File: src/rtl/simd_ld_pkg.sv
package simd_ld_pkg;
    localparam logic [1:0] MODE_REAL = 2'd0;
    localparam logic [1:0] MODE_V86  = 2'd1;

    localparam int FAULT_W = 4;
    localparam logic [FAULT_W-1:0] FLT_NONE  = 4'd0;
    localparam logic [FAULT_W-1:0] FLT_UD    = 4'd1;
    localparam logic [FAULT_W-1:0] FLT_NM    = 4'd2;
    localparam logic [FAULT_W-1:0] FLT_SEG   = 4'd3;
    localparam logic [FAULT_W-1:0] FLT_ALIGN = 4'd4;
    localparam logic [FAULT_W-1:0] FLT_RSVD  = 4'd5;

    typedef struct packed {
        logic ud;
        logic nm;
        logic seg;
        logic align;
        logic rsvd;
    } fault_cond_t;
endpackage

File: src/rtl/simd_ld_addr_chk.sv
module simd_ld_addr_chk #(
    parameter int ADDR_W = 32,
    parameter int OPND_BYTES = 4,
    parameter logic [ADDR_W-1:0] SEG_LIMIT = 'hFFFF
) (
    input  logic [ADDR_W-1:0] addr,
    input  logic [1:0]        mode,
    input  logic [1:0]        cpl,
    input  logic              align_mask,
    input  logic              align_flag,
    output logic              seg_fault,
    output logic              align_fault
);
    import simd_ld_pkg::*;

    localparam int ALIGN_BITS = $clog2(OPND_BYTES);
    localparam logic [ADDR_W:0] LAST_OFS = (ADDR_W+1)'(OPND_BYTES - 1);

    logic [ADDR_W:0] end_ofs;
    logic            bounded_mode;
    logic            eff_user;
    logic            misaligned;

    always_comb begin
        bounded_mode = (mode == MODE_REAL) || (mode == MODE_V86);
        end_ofs      = {1'b0, addr} + LAST_OFS;
        seg_fault    = bounded_mode && (end_ofs > {1'b0, SEG_LIMIT});
        eff_user     = (mode == MODE_V86) || ((mode != MODE_REAL) && (cpl == 2'd3));
        align_fault  = align_mask && align_flag && eff_user && misaligned;
    end

    generate
        if (ALIGN_BITS > 0) begin : g_align
            assign misaligned = |addr[ALIGN_BITS-1:0];
        end else begin : g_noalign
            assign misaligned = 1'b0;
        end
    endgenerate
endmodule

File: src/rtl/simd_ld_fault_pri.sv
module simd_ld_fault_pri (
    input  simd_ld_pkg::fault_cond_t    cond,
    output logic [simd_ld_pkg::FAULT_W-1:0] code
);
    import simd_ld_pkg::*;

    always_comb begin
        if (cond.ud)         code = FLT_UD;
        else if (cond.nm)    code = FLT_NM;
        else if (cond.seg)   code = FLT_SEG;
        else if (cond.align) code = FLT_ALIGN;
        else if (cond.rsvd)  code = FLT_RSVD;
        else                 code = FLT_NONE;
    end
endmodule

File: src/rtl/simd_ctl_loader.sv
module simd_ctl_loader #(
    parameter int DATA_W = 32,
    parameter int ADDR_W = 32,
    parameter int OPND_BYTES = 4,
    parameter logic [ADDR_W-1:0] SEG_LIMIT = 'hFFFF,
    parameter logic [DATA_W-1:0] RST_VAL   = 'h0000_1F80,
    parameter logic [DATA_W-1:0] RSVD_MASK = 'hFFFF_0040,
    parameter int ERR_W = 16
) (
    input  logic              clk,
    input  logic              rst_n,
    input  logic              req_valid,
    input  logic [DATA_W-1:0] req_data,
    input  logic [ADDR_W-1:0] req_addr,
    input  logic [1:0]        req_mode,
    input  logic [1:0]        req_cpl,
    input  logic              ctl_emul,
    input  logic              ctl_task_sw,
    input  logic              ctl_align_mask,
    input  logic              flag_align,
    input  logic              ctl_os_simd,
    input  logic              feat_simd,
    output logic              rsp_valid,
    output logic              rsp_commit,
    output logic [3:0]        rsp_fault,
    output logic [ERR_W-1:0]  rsp_errcode,
    output logic [DATA_W-1:0] csr_value
);
    import simd_ld_pkg::*;

    typedef struct packed {
        logic               valid;
        logic               commit;
        logic [FAULT_W-1:0] fault;
        logic [DATA_W-1:0]  csr;
    } state_t;

    localparam state_t RST_STATE = '{valid: 1'b0, commit: 1'b0,
                                     fault: FLT_NONE, csr: RST_VAL};

    state_t      st_d, st_q;
    fault_cond_t cond;
    logic        seg_f, align_f;
    logic [FAULT_W-1:0] code;

    simd_ld_addr_chk #(
        .ADDR_W(ADDR_W), .OPND_BYTES(OPND_BYTES), .SEG_LIMIT(SEG_LIMIT)
    ) u_addr (
        .addr(req_addr), .mode(req_mode), .cpl(req_cpl),
        .align_mask(ctl_align_mask), .align_flag(flag_align),
        .seg_fault(seg_f), .align_fault(align_f)
    );

    always_comb begin
        cond.ud    = ctl_emul || !ctl_os_simd || !feat_simd;
        cond.nm    = ctl_task_sw;
        cond.seg   = seg_f;
        cond.align = align_f;
        cond.rsvd  = |(req_data & RSVD_MASK);
    end

    simd_ld_fault_pri u_pri (.cond(cond), .code(code));

    always_comb begin
        st_d        = st_q;
        st_d.valid  = req_valid;
        st_d.commit = 1'b0;
        st_d.fault  = FLT_NONE;
        if (req_valid) begin
            st_d.fault  = code;
            st_d.commit = (code == FLT_NONE);
            if (code == FLT_NONE) st_d.csr = req_data;
        end
    end

    always_ff @(posedge clk) begin
        if (!rst_n) st_q <= RST_STATE;
        else        st_q <= st_d;
    end

    assign rsp_valid   = st_q.valid;
    assign rsp_commit  = st_q.commit;
    assign rsp_fault   = st_q.fault;
    assign rsp_errcode = '0;
    assign csr_value   = st_q.csr;

    assert_resp_follows_R1: assert property (@(posedge clk) disable iff (!rst_n)
        req_valid |=> rsp_valid);
    assert_no_spurious_R1: assert property (@(posedge clk) disable iff (!rst_n)
        !req_valid |=> !rsp_valid);
    assert_ud_first_R3: assert property (@(posedge clk) disable iff (!rst_n)
        (req_valid && (ctl_emul || !ctl_os_simd || !feat_simd))
        |=> (rsp_fault == FLT_UD) && !rsp_commit);
    assert_nm_next_R4: assert property (@(posedge clk) disable iff (!rst_n)
        (req_valid && ctl_task_sw && !ctl_emul && ctl_os_simd && feat_simd)
        |=> (rsp_fault == FLT_NM));
    assert_clean_commit_R7: assert property (@(posedge clk) disable iff (!rst_n)
        (rsp_valid && rsp_commit) |-> ((csr_value & RSVD_MASK) == '0));
    assert_commit_code_R8: assert property (@(posedge clk) disable iff (!rst_n)
        rsp_valid |-> (rsp_commit == (rsp_fault == FLT_NONE)));
    assert_commit_data_R8: assert property (@(posedge clk) disable iff (!rst_n)
        (rsp_valid && rsp_commit) |-> (csr_value == $past(req_data)));
    assert_fault_hold_R9: assert property (@(posedge clk) disable iff (!rst_n)
        (rsp_valid && !rsp_commit) |-> $stable(csr_value));
endmodule

File: config.mk
export PLATFORM = sky130hd
export DESIGN_NAME = simd_ctl_loader
export DESIGN_NICKNAME = d
export VERILOG_FILES = /design/src/rtl/simd_ld_pkg.sv /design/src/rtl/simd_ld_addr_chk.sv /design/src/rtl/simd_ld_fault_pri.sv /design/src/rtl/simd_ctl_loader.sv
export SDC_FILE = /design/constraint.sdc
export NUM_CORES = 1
export LEC_CHECK = 0
export BUFFER_PORTS_ARGS = -buffer_cell sky130_fd_sc_hd__buf_2
export CAP_MARGIN = 25
export CELL_PAD_IN_SITES_DETAIL_PLACEMENT = 1
export CELL_PAD_IN_SITES_GLOBAL_PLACEMENT = 1
export CORE_ASPECT_RATIO = 1.2
export CORE_MARGIN = 3
export CORE_UTILIZATION = 31
export CTS_BUF_LIST = sky130_fd_sc_hd__clkbuf_8 sky130_fd_sc_hd__clkbuf_16
export DETAILED_ROUTE_END_ITERATION = 12
export PLACE_DENSITY_LB_ADDON = 0.08
export SETUP_SLACK_MARGIN = 0.05
export SLEW_MARGIN = 20
export SYNTH_ARGS = -nofsm -noshare
export SYNTH_HDL_FRONTEND = slang
export SYNTH_SLANG_ARGS = --single-unit
File: constraint.sdc
create_clock -name clk -period 3.06 [get_ports clk]
set_clock_uncertainty 0.05 [all_clocks]
set_input_delay 0.459 -clock clk [delete_from_list [all_inputs] [get_ports clk]]
set_output_delay 0.459 -clock clk [all_outputs]
set_load 0.05 [all_outputs]
==> impl_metrics.json, run 1 <==
{
  "status": "complete, no violations",
  "power_frac_seq": 0.436,
  "powerDensity_mw_per_mm2": 332.0,
  "period_share": 0.8963,
  "cp-end-kind": "flip-flop",
  "pwr-share-comb": 0.193,
  "gp_congestion": 0.8267,
  "vias": 2999,
  "vias_per_cell": 5.513,
  "drc": 0,
  "coreArea_sq_mm": 0.007839,
  "wirelength_um": 8628,
  "num-nets-final": 531,
  "yosysSeqAreaShare": 0.2901,
  "cts.reportedPaths.clkPinSlew_ns": 0.07,
  "critPathSlowestCell": "a2111oi_0",
  "worstSetupPathDepth": 12,
  "ant_nets": 0,
  "synth-seq-cells": 37,
  "r2r_cells": 3,
  "worstPathRequired_ns": 3.17,
  "grt_max_degree": 64,
  "irDropWorstVdd_mv": 0.2188,
  "die-height_um": 105.4,
  "cts.sinks": 37,
  "postCtsSetupRepairBufs": 0,
  "ff2ff_setup_slack_ns": 2.19,
  "grt_pass1_vias": 2817,
  "layout.cells.non_filler": 544,
  "start_util": 0.3258,
  "io-pin-count": 131,
  "wl_per_cell_um": 15.86,
  "clock_latency_ns": 0.28,
  "cp_cell_sequence": "buf_2, inv_1, ha_1, nand4b_1, a2111oi_0, a2bb2oi_1, a2111oi_0, buf_4, a211o_1, buf_12, o2111ai_1, o2111ai_1",
  "intPower_uw": 789.6,
  "synthesis.area_sq_mm": 0.002554,
  "grt_usage": 0.1789,
  "critical_path_class": "input pin to flip-flop",
  "setup_tns_ns": 0,
  "yosysTopAreaCell": "dfxtp_1",
  "r2r_end": "csr_value[7]",
  "min-delay-start": "csr_value[30]",
  "leakage_uw": 0.001443,
  "reg2reg_from": "csr_value[7]",
  "grt_pass1_wl_um": 13590,
  "hold_viol": 0,
  "dr.pass1.iters": 4,
  "cts_hold_buf": 0,
  "min_to": "csr_value[30]",
  "hpwlAfterDp_um": 6490,
  "drive_above_1_share": 0.3208,
  "dp_cells": 537,
  "numPortBuffers": 113,
  "clockBufferDepth": 2,
  "hold_path.class": "flip-flop to flip-flop",
  "antenna_found_initial": 0,
  "hold-path-cell-count": 2,
  "arrival_ns": 2.85,
  "synthTopCellsByArea": "dfxtp_1 29%, nand2_1 6.9%, o2111ai_1 6.9%",
  "cts_resized": 0,
  "drv_cap": 0,
  "area_growth_pct": 30.72,
  "layout_common_cells": "113 x buf_2, 47 x nand2_1, 37 x dfxtp_1",
  "dieArea_sq_mm": 0.009368,
  "pwr-share-clk": 0.372,
  "cts_tree": "built",
  "startpoint_type": "input pin",
  "setup_viol": 0,
  "drt_iter0_drc": 67,
  "placed_cell_area_sq_mm": 0.003234,
  "rsz0062_at_grt": "no",
  "worstMarginPinSlew_ns": 0.8673,
  "cts_root_buf": "clkbuf_8",
  "max_freq_ghz": 0.3646,
  "num_rows": 35,
  "hold_ws_ns": 0.3802,
  "n_antenna_cell": 0,
  "critPathBufInv": 4,
  "syn_inst": 340,
  "slew-limit-headroom": 0.4218,
  "numCtsBuffers": 5,
  "synth_warnings": 0,
  "synth_top_area_frac": 0.2901,
  "h-tree-depth": 2,
  "slew_violations": 0,
  "p_sw_frac": 0.2875,
  "avgSynthCellArea_sq_um": 7.511,
  "design_area_sq_mm": 0.003338,
  "cpPeakStageDelay_ns": 0.47,
  "ys_types": 49,
  "dieWidth_um": 88.86,
  "layout_commonest_cell": "buf_2",
  "p_sw_uw": 318.7,
  "total_power_uw": 1108,
  "grt.overflow.total": 0,
  "critPathMaxFanout": 15,
  "path_delay_family": "compound AO/OA/AOI/OAI gates",
  "min_period_ns": 2.743
}
worst max-delay path by stage:
| stage | startpoint | end | slack, ns |
|---|---|---|---|
| final | req_addr[0] | csr_value[5] | 0.32 |
| after global routing | req_addr[0] | csr_value[1] | 0.07 |
| after CTS | req_addr[0] | csr_value[0] | 0.32 |
| after detailed placement | req_addr[0] | csr_value[2] | 0.03 |
| after global placement | req_addr[0] | csr_value[2] | 0.09 |
| after floorplan | req_addr[0] | csr_value[12] | 0.34 |
metal layers:
layer | GRT usage | wire length, um | vias to the layer above
met3 | 0.02033 | 465 | 6
met1 | 0.2381 | 3837 | 1431
li1 | - | - | 1478
met2 | 0.3020 | 4231 | 84
met4 | 0.04536 | 93 | 0
met5 | 0 | 0 | -
cell type report:
cell class | count | area (sq um)
Fill cell | 1027 | 4501
Multi-Input combinational cell | 273 | 1633
Sequential cell | 37 | 740.7
Timing Repair Buffer | 129 | 723.2
Tap cell | 92 | 115.1
Clock buffer | 5 | 68.82
Clock inverter | 2 | 35.03
Inverter | 6 | 22.52
worst reg2reg max path, delay by kind of cell (launching register included):
kind / cells / cell delay (ns)
AOI/OAI and AO/OA: 1 / 0.18
DFF: 1 / 0.33
and+or+nand+nor: 2 / 0.20
cells by family (layout without fill, tap and decap cells):
kind of cell / after synthesis / in the layout / share of synthesized area
AO/OA/AOI/OAI: 79 / 79 / 0.2264
XOR/XNOR: 5 / 5 / 0.01715
adder cells (fa/ha/maj): 2 / 2 / 0.009798
buffers and inverters: 46 / 142 / 0.09652
flip-flops: 37 / 37 / 0.2901
multiplexers: 1 / 1 / 0.004409
other: 1 / 17 / 0.001468
AND/OR/NAND/NOR: 169 / 169 / 0.3542
registers in the layout (all words and copies together) (netlist names):
| name | flops |
|---|---|
| csr_value | 32 |
| rsp_fault | 3 |
| rsp_commit | 1 |
| rsp_valid | 1 |
power by group through the flow:
stage	Sequential (uW)	Clock (uW)	Combinational, uW
finish	483	412	213
global route	483	444	232
CTS	483	430	213
detailed placement	494	0	212
global placement	494	0	210
floorplan	501	0	126
per-stage QoR:
stage,util,setup WS (ns)
2_1_floorplan,-,0.3442
3_3_place_gp,0.4126,0.09440
3_5_place_dp,0.4126,0.02689
4_1_cts,0.4259,0.3249
5_1_grt,0.4259,0.06731
6_report,0.4259,0.3172
synth_stat cells (all sizes together):
master / instances
nand2: 47
dfxtp: 37
a21oi: 26
o2111ai: 22
buf: 21
nor3: 20
clkbuf: 19
nand3: 15
nor2: 15
and3: 13
nand4: 13
nor4: 10
o21ai: 10
nand4b: 8
nand2b: 7
nand3b: 7
inv: 5
or3: 4
a2111oi: 3
a31oi: 3
and2: 3
and4: 3
xor2: 3
a211o: 2
a211oi: 2
a311oi: 2
ha: 2
nor3b: 2
o21a: 2
xnor2: 2
a2bb2oi: 1
a41oi: 1
and3b: 1
clkinv: 1
conb: 1
mux2: 1
o2111a: 1
o211ai: 1
o22ai: 1
o311a: 1
o31a: 1
or2: 1
(Power assumes the default switching activity.)
==> run 2, diff against run 1 <==
--- a/config.mk
+++ b/config.mk
@@ -14,6 +14,8 @@
 export CORE_UTILIZATION = 31
 export CTS_BUF_LIST = sky130_fd_sc_hd__clkbuf_8 sky130_fd_sc_hd__clkbuf_16
 export DETAILED_ROUTE_END_ITERATION = 12
+export HOLD_SLACK_MARGIN = 0.08
+export MAX_ROUTING_LAYER = met4
 export PLACE_DENSITY_LB_ADDON = 0.08
 export SETUP_SLACK_MARGIN = 0.05
 export SLEW_MARGIN = 20
==> impl_metrics.json, run 2 (synthesized netlist as in run 1, its figures left out) <==
{
  "grt_pass1_wl_um": 13590,
  "cts_resized": 0,
  "cts_root_buf": "clkbuf_8",
  "hold_ws_ns": 0.3810,
  "slew_violations": 0,
  "critPathMaxFanout": 15,
  "gp_congestion": 0.8393,
  "min_period_ns": 2.739,
  "cp_cell_sequence": "buf_2, inv_1, ha_1, nand4b_1, a2111oi_0, a2bb2oi_1, a2111oi_0, buf_4, a211o_1, buf_12, o2111ai_1, o2111ai_1",
  "path_delay_family": "compound AO/OA/AOI/OAI gates",
  "cts_tree": "built",
  "hpwlAfterDp_um": 6490,
  "worstPathRequired_ns": 3.17,
  "setup_tns_ns": 0,
  "cts.reportedPaths.clkPinSlew_ns": 0.07,
  "routed-wl-met2_um": 4257,
  "cp-end-kind": "flip-flop",
  "numPortBuffers": 113,
  "period_share": 0.8952,
  "area_growth_pct": 30.72,
  "grt_max_degree": 64,
  "leakage_uw": 0.001443,
  "coreArea_sq_mm": 0.007839,
  "status": "complete, no violations",
  "io-pin-count": 131,
  "h-tree-depth": 2,
  "die-height_um": 105.4,
  "cts.sinks": 37,
  "num_rows": 35,
  "power_frac_seq": 0.436,
  "drc": 0,
  "p_sw_uw": 318.6,
  "num-nets-final": 531,
  "irDropWorstVdd_mv": 0.2176,
  "worstMarginPinSlew_ns": 0.8686,
  "crit_path_end": "csr_value[3]",
  "reg2reg_from": "csr_value[7]",
  "n_antenna_cell": 0,
  "drt_iter0_drc": 75,
  "arrival_ns": 2.84,
  "ff2ff_setup_slack_ns": 2.19,
  "dieWidth_um": 88.86,
  "wirelength_um": 8660,
  "postCtsSetupRepairBufs": 0,
  "rsz0062_at_grt": "no",
  "clock_latency_ns": 0.28,
  "pwr-share-comb": 0.193,
  "r2r_cells": 3,
  "grt.overflow.total": 0,
  "dieArea_sq_mm": 0.009368,
  "max_freq_ghz": 0.3650,
  "highest_layer": "met4",
  "grt_usage": 0.1840,
  "largest_reg_flops": 32,
  "intPower_uw": 789.6,
  "cpPeakStageDelay_ns": 0.47,
  "critical_path_class": "input pin to flip-flop",
  "r2r_end": "csr_value[7]",
  "wirelength_met1_um": 3868,
  "worstSetupStartpoint": "req_addr[0]",
  "powerDensity_mw_per_mm2": 332.0,
  "drive_above_1_share": 0.3208,
  "p_sw_frac": 0.2875,
  "clockBufferDepth": 2,
  "drv_cap": 0,
  "grt_pass1_vias": 2812,
  "wl_met3_um": 439,
  "dr.pass1.iters": 4,
  "vias_per_cell": 5.529,
  "cts_hold_buf": 0,
  "wl_per_cell_um": 15.92,
  "worstSetupPathDepth": 12,
  "layout_common_cells": "113 x buf_2, 47 x nand2_1, 37 x dfxtp_1",
  "start_util": 0.3258,
  "setup_viol": 0,
  "ant_nets": 0,
  "layout_commonest_cell": "buf_2",
  "startpoint_type": "input pin",
  "critPathSlowestCell": "a2111oi_0",
  "hold_path.class": "flip-flop to flip-flop",
  "slew-limit-headroom": 0.4209,
  "pwr-share-clk": 0.371,
  "antenna_found_initial": 0,
  "hold_viol": 0,
  "vias": 3008,
  "numCtsBuffers": 5,
  "critPathBufInv": 4
}
-- run 2: cell counts in the layout (fill, tap and decap cells not counted) --
Identical to the previous run, type by type.
-- run 2: worst min-delay path by stage --
stage / start / end / slack [ns] / cells after the start
after floorplan: ctl_task_sw / rsp_fault[1] / 0.56 / 2
after global placement: csr_value[23] / csr_value[23] / 0.37 / 2
after detailed placement: csr_value[30] / csr_value[30] / 0.37 / 2
after CTS: csr_value[30] / csr_value[30] / 0.38 / 2
after global routing: csr_value[31] / csr_value[31] / 0.41 / 2
final: csr_value[30] / csr_value[30] / 0.38 / 2
-- run 2: metrics by stage --
stage	cell area [sq um]	setup WS, ns	instances	utilization	total power [uW]
final	3338	0.3206	544	0.4259	1108
after global routing	3338	0.06730	544	0.4259	1160
after CTS	3338	0.3249	544	0.4259	1126
after detailed placement	3234	0.02689	537	0.4126	706.6
after global placement	3234	0.09440	537	0.4126	704.4
after floorplan	2614	0.3442	356	-	626.8
-- run 2: area by class of cell --
cell class	instances	area, sq um
flip-flops and latches	37	740.7
well taps	92	115.1
clock buffers	5	68.82
inverters	6	22.52
repair buffers	129	723.2
multi-input cells	273	1633
fillers	1027	4501
clock inverters	2	35.03
-- run 2: layer usage --
| layer | global-route usage | vias to the layer above |
|---|---|---|
| met5 | - | - |
| met4 | 0.04536 | 0 |
| met3 | 0.02111 | 6 |
| met2 | 0.3010 | 82 |
| met1 | 0.2395 | 1439 |
| li1 | - | 1481 |
-- run 2: power groups by stage --
stage               sequential, uW  combinational (uW)  clock (uW)
floorplan                      501                 126           0
global placement               494                 210           0
detailed placement             494                 212           0
CTS                            483                 213         430
global route                   483                 232         444
finish                         483                 214         411
-- run 2: tightest hold or removal path: stages, from the launching register on --
cell and delay, ns:
dfxtp_1 0.31, nand2_1 0.05, a21oi_1 0.03
